[config.mk]
export PLATFORM = sky130hd
export DESIGN_NAME = retry_exec_ctrl
export DESIGN_NICKNAME = d
export VERILOG_FILES = /design/src/rtl/retry_exec_pkg.sv /design/src/rtl/retry_exec_buf.sv /design/src/rtl/retry_exec_vote.sv /design/src/rtl/retry_exec_cycles.sv /design/src/rtl/retry_exec_fsm.sv /design/src/rtl/retry_exec_ctrl.sv
export SDC_FILE = /design/constraint.sdc
export NUM_CORES = 2
export LEC_CHECK = 0
export CORE_MARGIN = 1
export CORE_UTILIZATION = 40
export CTS_CLUSTER_DIAMETER = 200
export DETAILED_ROUTE_END_ITERATION = 10
export PLACE_DENSITY = 0.55
export REMOVE_ABC_BUFFERS = 1
export SKIP_CTS_REPAIR_TIMING = 1
export SYNTH_ARGS = -nofsm -noshare
export SYNTH_HDL_FRONTEND = slang
export SYNTH_SLANG_ARGS = --single-unit
[constraint.sdc]
create_clock -name clk -period 6.53 [get_ports clk]
set_input_delay 1.306 -clock clk [delete_from_list [all_inputs] [get_ports clk]]
set_output_delay 1.306 -clock clk [all_outputs]
set_load 0.005 [all_outputs]
[src/rtl/retry_exec_pkg.sv]
package retry_exec_pkg;

    typedef enum logic [2:0] {
        ST_IDLE  = 3'd0,
        ST_RUN1  = 3'd1,
        ST_RUN2  = 3'd2,
        ST_ABORT = 3'd3,
        ST_RUN3  = 3'd4,
        ST_DONE  = 3'd5
    } exec_state_e;

    typedef enum logic [1:0] {
        RES_CLEAN     = 2'd0,
        RES_FIXED     = 2'd1,
        RES_UNFIXABLE = 2'd2
    } result_e;

    typedef enum logic [1:0] {
        POS_BEFORE = 2'd0,
        POS_AT     = 2'd1,
        POS_AFTER  = 2'd2
    } vote_pos_e;

    typedef struct packed {
        logic wr;
        logic unc;
    } vote_flags_t;

    function automatic logic is_busy(exec_state_e s);
        return (s == ST_RUN1) || (s == ST_RUN2) || (s == ST_ABORT) || (s == ST_RUN3);
    endfunction

    function automatic logic can_start(exec_state_e s);
        return (s == ST_IDLE) || (s == ST_DONE);
    endfunction

endpackage

[src/rtl/retry_exec_buf.sv]
module retry_exec_buf #(
    parameter int DATA_W = 32,
    parameter int DEPTH  = 64,
    localparam int AW    = $clog2(DEPTH)
) (
    input  logic              clk,
    input  logic              we,
    input  logic [AW-1:0]     waddr,
    input  logic [DATA_W-1:0] wdata,
    input  logic [AW-1:0]     raddr_a,
    output logic [DATA_W-1:0] rdata_a,
    input  logic [AW-1:0]     raddr_b,
    output logic [DATA_W-1:0] rdata_b
);
    logic [DATA_W-1:0] mem [DEPTH];

    always_ff @(posedge clk) begin
        if (we) mem[waddr] <= wdata;
    end

    assign rdata_a = mem[raddr_a];
    assign rdata_b = mem[raddr_b];
endmodule

[src/rtl/retry_exec_vote.sv]
module retry_exec_vote
    import retry_exec_pkg::*;
#(
    parameter int DATA_W = 32,
    parameter int AW     = 6
) (
    input  logic [AW-1:0]     idx,
    input  logic [AW-1:0]     mm_idx,
    input  logic [DATA_W-1:0] first_val,
    input  logic [DATA_W-1:0] second_val,
    input  logic [DATA_W-1:0] third_val,
    output vote_flags_t       flags
);
    vote_pos_e pos;

    always_comb begin
        if (idx < mm_idx)       pos = POS_BEFORE;
        else if (idx == mm_idx) pos = POS_AT;
        else                    pos = POS_AFTER;
    end

    always_comb begin
        flags = '0;
        unique case (pos)
            POS_BEFORE: flags = '0;
            POS_AT: begin
                flags.wr  = 1'b1;
                flags.unc = (third_val != first_val) && (third_val != second_val);
            end
            POS_AFTER: begin
                flags.wr  = (third_val != first_val);
                flags.unc = (third_val != first_val);
            end
            default: flags = '0;
        endcase
    end
endmodule

[src/rtl/retry_exec_cycles.sv]
module retry_exec_cycles #(
    parameter int CNT_W = 32
) (
    input  logic             clk,
    input  logic             rst,
    input  logic             clr,
    input  logic             inc,
    output logic [CNT_W-1:0] count
);
    always_ff @(posedge clk) begin
        if (rst)      count <= '0;
        else if (clr) count <= '0;
        else if (inc) count <= count + 1'b1;
    end
endmodule

[src/rtl/retry_exec_fsm.sv]
module retry_exec_fsm
    import retry_exec_pkg::*;
#(
    parameter int DATA_W = 32,
    parameter int DEPTH  = 64,
    localparam int AW    = $clog2(DEPTH)
) (
    input  logic              clk,
    input  logic              rst,
    input  logic              start,
    input  logic [AW:0]       num_out,
    input  logic              arr_valid,
    input  logic [DATA_W-1:0] arr_data,
    input  logic              data_ne,
    input  logic              vote_unc,
    output exec_state_e       state,
    output logic [AW-1:0]     idx,
    output logic [AW-1:0]     mm_idx,
    output logic [DATA_W-1:0] mm_val,
    output logic              launch,
    output logic              mism,
    output logic              unc,
    output logic              clr
);
    logic [AW:0] n_q;
    logic        last;

    assign last = ({1'b0, idx} == (n_q - 1'b1));
    assign clr  = can_start(state) && start;

    always_ff @(posedge clk) begin
        if (rst) begin
            state  <= ST_IDLE;
            idx    <= '0;
            mm_idx <= '0;
            mm_val <= '0;
            launch <= 1'b0;
            mism   <= 1'b0;
            unc    <= 1'b0;
            n_q    <= '0;
        end else begin
            launch <= 1'b0;
            unique case (state)
                ST_IDLE, ST_DONE: begin
                    if (start) begin
                        state  <= ST_RUN1;
                        idx    <= '0;
                        mism   <= 1'b0;
                        unc    <= 1'b0;
                        mm_idx <= '0;
                        n_q    <= num_out;
                        launch <= 1'b1;
                    end
                end
                ST_RUN1: begin
                    if (arr_valid) begin
                        if (last) begin
                            state  <= ST_RUN2;
                            idx    <= '0;
                            launch <= 1'b1;
                        end else begin
                            idx <= idx + 1'b1;
                        end
                    end
                end
                ST_RUN2: begin
                    if (arr_valid) begin
                        if (data_ne) begin
                            mm_idx <= idx;
                            mm_val <= arr_data;
                            mism   <= 1'b1;
                            idx    <= '0;
                            state  <= ST_ABORT;
                        end else if (last) begin
                            state <= ST_DONE;
                        end else begin
                            idx <= idx + 1'b1;
                        end
                    end
                end
                ST_ABORT: begin
                    state  <= ST_RUN3;
                    launch <= 1'b1;
                end
                ST_RUN3: begin
                    if (arr_valid) begin
                        if (vote_unc) unc <= 1'b1;
                        if (last) state <= ST_DONE;
                        else      idx   <= idx + 1'b1;
                    end
                end
                default: state <= ST_IDLE;
            endcase
        end
    end
endmodule

[src/rtl/retry_exec_ctrl.sv]
module retry_exec_ctrl
    import retry_exec_pkg::*;
#(
    parameter int DATA_W = 32,
    parameter int DEPTH  = 64,
    parameter int CNT_W  = 32,
    localparam int AW    = $clog2(DEPTH)
) (
    input  logic              clk,
    input  logic              rst,
    input  logic              start,
    input  logic [AW:0]       num_out,
    output logic              done,
    output logic [1:0]        status,
    output logic [CNT_W-1:0]  cycle_count,
    output logic              arr_launch,
    output logic              arr_abort,
    input  logic              arr_valid,
    input  logic [DATA_W-1:0] arr_data,
    input  logic [AW-1:0]     res_addr,
    output logic [DATA_W-1:0] res_data
);
    exec_state_e       state;
    logic [AW-1:0]     idx;
    logic [AW-1:0]     mm_idx;
    logic [DATA_W-1:0] mm_val;
    logic [DATA_W-1:0] stored;
    logic              launch;
    logic              mism;
    logic              unc;
    logic              clr;
    logic              data_ne;
    logic              buf_we;
    logic [DATA_W-1:0] buf_wd;
    vote_flags_t       vflags;
    logic              vote_unc;
    result_e           res_code;

    assign data_ne  = (arr_data != stored);
    assign vote_unc = vflags.unc;

    retry_exec_fsm #(.DATA_W(DATA_W), .DEPTH(DEPTH)) fsm_i (
        .clk      (clk),
        .rst      (rst),
        .start    (start),
        .num_out  (num_out),
        .arr_valid(arr_valid),
        .arr_data (arr_data),
        .data_ne  (data_ne),
        .vote_unc (vote_unc),
        .state    (state),
        .idx      (idx),
        .mm_idx   (mm_idx),
        .mm_val   (mm_val),
        .launch   (launch),
        .mism     (mism),
        .unc      (unc),
        .clr      (clr)
    );

    retry_exec_vote #(.DATA_W(DATA_W), .AW(AW)) vote_i (
        .idx       (idx),
        .mm_idx    (mm_idx),
        .first_val (stored),
        .second_val(mm_val),
        .third_val (arr_data),
        .flags     (vflags)
    );

    always_comb begin
        buf_we = 1'b0;
        buf_wd = arr_data;
        if (arr_valid) begin
            if (state == ST_RUN1)      buf_we = 1'b1;
            else if (state == ST_RUN3) buf_we = vflags.wr;
        end
    end

    retry_exec_buf #(.DATA_W(DATA_W), .DEPTH(DEPTH)) buf_i (
        .clk    (clk),
        .we     (buf_we),
        .waddr  (idx),
        .wdata  (buf_wd),
        .raddr_a(idx),
        .rdata_a(stored),
        .raddr_b(res_addr),
        .rdata_b(res_data)
    );

    retry_exec_cycles #(.CNT_W(CNT_W)) cyc_i (
        .clk  (clk),
        .rst  (rst),
        .clr  (clr),
        .inc  (is_busy(state)),
        .count(cycle_count)
    );

    always_comb begin
        if (!mism)    res_code = RES_CLEAN;
        else if (unc) res_code = RES_UNFIXABLE;
        else          res_code = RES_FIXED;
    end

    assign status     = res_code;
    assign done       = (state == ST_DONE);
    assign arr_launch = launch;
    assign arr_abort  = (state == ST_ABORT);
endmodule

==> impl_metrics.csv <==
group,metric,value,unit
layout,final_cells,9277,
sta,fin_setup_tns,0,ns
synth,synthCells,5320,
floorplan,dieArea,254000,µm²
setup_path,end_kind,"flop",
layout,fillers,20795,
placement,placed_cell_area,110000,µm²
placement,placedCellCount,8852,
synth,syn_area,101000,µm²
setup_path,cp.required,7.11,ns
route,wl,394000,µm
layout,final_cell_mix,"2,048 x edfxtp_1, 1,029 x mux4_2, 352 x mux2i_1, 301 x buf_4, 247 x nand2_1",
synth,synth_edf_count,2048,
clocking,cts_tree,"yes",
layout,post-route-util,47.3,%
layout,layout_commonest_cell,"edfxtp_1",
setup_path,critPathTopFamily,"simple AND/OR/NAND/NOR gates",
placement,pre_cts_ws,0.449,ns
synth,ys.flop_type,"edfxtp_1",
sta,final.setup.worst_slack,0.362,ns
sta,skew,0.0373,ns
clocking,root_buffer,"clkbuf_16",
synth,avgSynthCellArea,18.9,µm²
outcome,failed_checks,"capacitance limit, slew limit",
floorplan,die_w,504,µm
clocking,htree_levels,4,
power,power_density,259,nW/µm²
layout,finalInstanceArea,118000,µm²
synth,synth_seq_cells,2143,
sta,tightest_slew,1.51,ns
global_routing,grt_pass1_vias,61070,
setup_path,crit_buf_inv,5,
setup_path,critPathSlowestCell,"nor3_2",
route,drtPass1Iterations,8,
setup_path,start_kind,"flop",
layout,area_delta_synth_final,17.0,%
setup_path,worstSetupPathType,"reg -> reg",
outcome,status,"finished with violations",
setup_path,cp_max_fo,39,
sta,fmax,162,MHz
global_routing,grt_pass1_wl,533000,µm
floorplan,ios,118,
setup_path,critPathArrivalTime,6.75,ns
sta,hold_viol_final,0,
power,ir_drop,296,µV
synth,ys_types,82,
min_path,hold_path.class,"reg -> reg",
setup_path,cp_cell_sequence,"buf_12 > buf_12 > mux4_2 > mux4_2 > nand2_1 > nand3_1 > nor3_1 > nor3_1 > and4_1 > nand4_4 > o31ai_4 > buf_12 > buf_12 > nor3_2 > buf_4",
route,vias,62649,
floorplan,row_count,183,
route,drt-initial-drc-count,10784,
placement,hpwl,251000,µm
route,via_per_inst,6.75,
route,wl_per_cell,42.5,µm
sta,post-route-period-util,94.5,%
power,p_leak,36.4,nW
sta,max-slew-margin-rel,-0.485,%
clocking,clockBufferDepth,3,
layout,drive_above_1_share,34.6,%
sta,finalMaxSlewViolations,9,
sta,period_minus_slack,6.17,ns
sta,rsz0062_at_grt,"no",
run,cap_violations,2,
setup_path,cp_common_cell,"buf_12",
layout,ff_latch_area,63400,µm²
clocking,numCtsBuffers,226,
clocking,clkLatencyLatePin,0.91,ns
global_routing,grt_usage,30.8,%
placement,portBuffers,117,
synth,async_flop_share,0,%
floorplan,core,250000,µm²
floorplan,start_util,40.4,%
layout,nets,5809,
synth,ys_seq_area_share,62.9,%
floorplan,die_h,504,µm
global_routing,antenna_found_initial,23,
global_routing,grt_start_max_net_pins,77,
route,ant_nets,0,
synth,yosys_warnings,0,
setup_path,max_stage_delay,0.96,ns
layout,multiInputGateArea,35700,µm²
sta,worst_hold_slack,0.470,ns
placement,place_congestion,0.930,
sta,setup_viol,0,
route,drc,0,
global_routing,grt_overflow,0,
power,power.total,30.5,mW
clocking,numClockSinks,2143,
clocking,clk_pin_slew_worst_paths,0.07,ns
==> path summary, 6_finish.rpt <==
kind | from | endpoint | slack (ns) | depth (start not counted)
max | flop | buf_i.mem[1][3] | 0.36 | 15
min | fsm_i.mism | fsm_i.mism | 0.47 | 2
max reg2reg | flop | buf_i.mem[1][3] | 0.36 | 15
min reg2reg | fsm_i.mism | fsm_i.mism | 0.47 | 2
==> registers in the layout, indices dropped and copies added, names as in the netlist, named ones only <==
| signal | flops |
|---|---|
| buf_i.mem | 2048 |
| cyc_i.count | 32 |
| fsm_i.mm_val | 32 |
| fsm_i.n_q | 7 |
| fsm_i.idx | 6 |
| fsm_i.mm_idx | 6 |
| fsm_i.state | 3 |
| fsm_i.launch | 1 |
| fsm_i.mism | 1 |
| fsm_i.unc | 1 |
==> final cells by class <==
cell class | count | share of cell area [%]
flip-flops and latches | 2143 | 53.8
multi-input cells | 2741 | 30.3
repair buffers | 608 | 6.02
clock buffers | 275 | 5.05
well taps | 3330 | 3.53
clock inverters | 143 | 1.24
inverters | 30 | 0.0955
diodes | 7 | 0.0149
==> synth_stat cells (all sizes together) (7+ instances only) <==
| cell | count | area share (%) |
|---|---|---|
| and3b | 8 | 0.070 |
| a221o | 9 | 0.089 |
| edfxtp | 2048 | 61 |
| mux2 | 33 | 0.37 |
| nor2 | 95 | 0.35 |
| nand2b | 14 | 0.087 |
| or2 | 10 | 0.062 |
| a31oi | 17 | 0.11 |
| o31ai | 8 | 0.073 |
| nor3 | 72 | 0.36 |
| mux4 | 1029 | 23 |
| xor2 | 61 | 0.53 |
| mux2i | 352 | 3.5 |
| o41ai | 9 | 0.12 |
| o22ai | 38 | 0.24 |
| and3 | 20 | 0.12 |
| nand4 | 33 | 0.23 |
| a21oi | 60 | 0.30 |
| a22oi | 143 | 1.1 |
| nor2b | 27 | 0.17 |
| dfxtp | 95 | 1.9 |
| nor4 | 47 | 0.30 |
| and4 | 10 | 0.087 |
| and2 | 12 | 0.075 |
| a211oi | 15 | 0.11 |
| clkbuf | 193 | 0.72 |
| a221oi | 17 | 0.15 |
| xnor2 | 28 | 0.24 |
| ha | 10 | 0.12 |
| nand3 | 107 | 0.53 |
| o21a | 9 | 0.067 |
| o2111ai | 7 | 0.061 |
| buf | 213 | 1.3 |
| a22o | 8 | 0.070 |
| or3 | 7 | 0.043 |
| inv | 28 | 0.10 |
| o21ai | 54 | 0.27 |
| nand3b | 10 | 0.075 |
| nand2 | 247 | 0.92 |
| nor3b | 17 | 0.13 |
| or3b | 10 | 0.087 |
==> cells by family (layout without fill, tap and decap cells) <==
kind of cell,Yosys count,in the layout,share of synthesized area (%)
adder cells (fa/ha/maj),10,10,0.124
multiplexers,1414,1414,26.9
flip-flops,2143,2143,62.9
other,0,7,0
AND/OR/NAND/NOR,765,765,3.87
AO/OA/AOI/OAI,463,463,3.34
XOR/XNOR,89,89,0.774
buffers and inverters,436,1056,2.10
==> routing by layer <==
metal	vias up	part of all wire [%]	track usage (%)
li1	23678	-	-
met1	33695	39	43.0
met2	4483	45	46.3
met3	775	12	7.02
met4	18	4.7	12.8
met5	-	0.063	0.432
==> report_power, final <==
group	internal (mW)	total, mW	switching (mW)
Sequential	15.1	15.1	0.0259
Clock	7.53	13.2	5.65
Combinational	0.975	2.27	1.29
==> worst register-to-register path, cell delays in order (launching register included) <==
cell	delay, ns
dfxtp_4	0.81
buf_12	0.35
buf_12	0.36
mux4_2	0.60
mux4_2	0.60
nand2_1	0.15
nand3_1	0.13
nor3_1	0.37
nor3_1	0.17
and4_1	0.32
nand4_4	0.14
o31ai_4	0.10
buf_12	0.18
buf_12	0.17
nor3_2	0.97
buf_4	0.42
(Power assumes the default switching activity.)
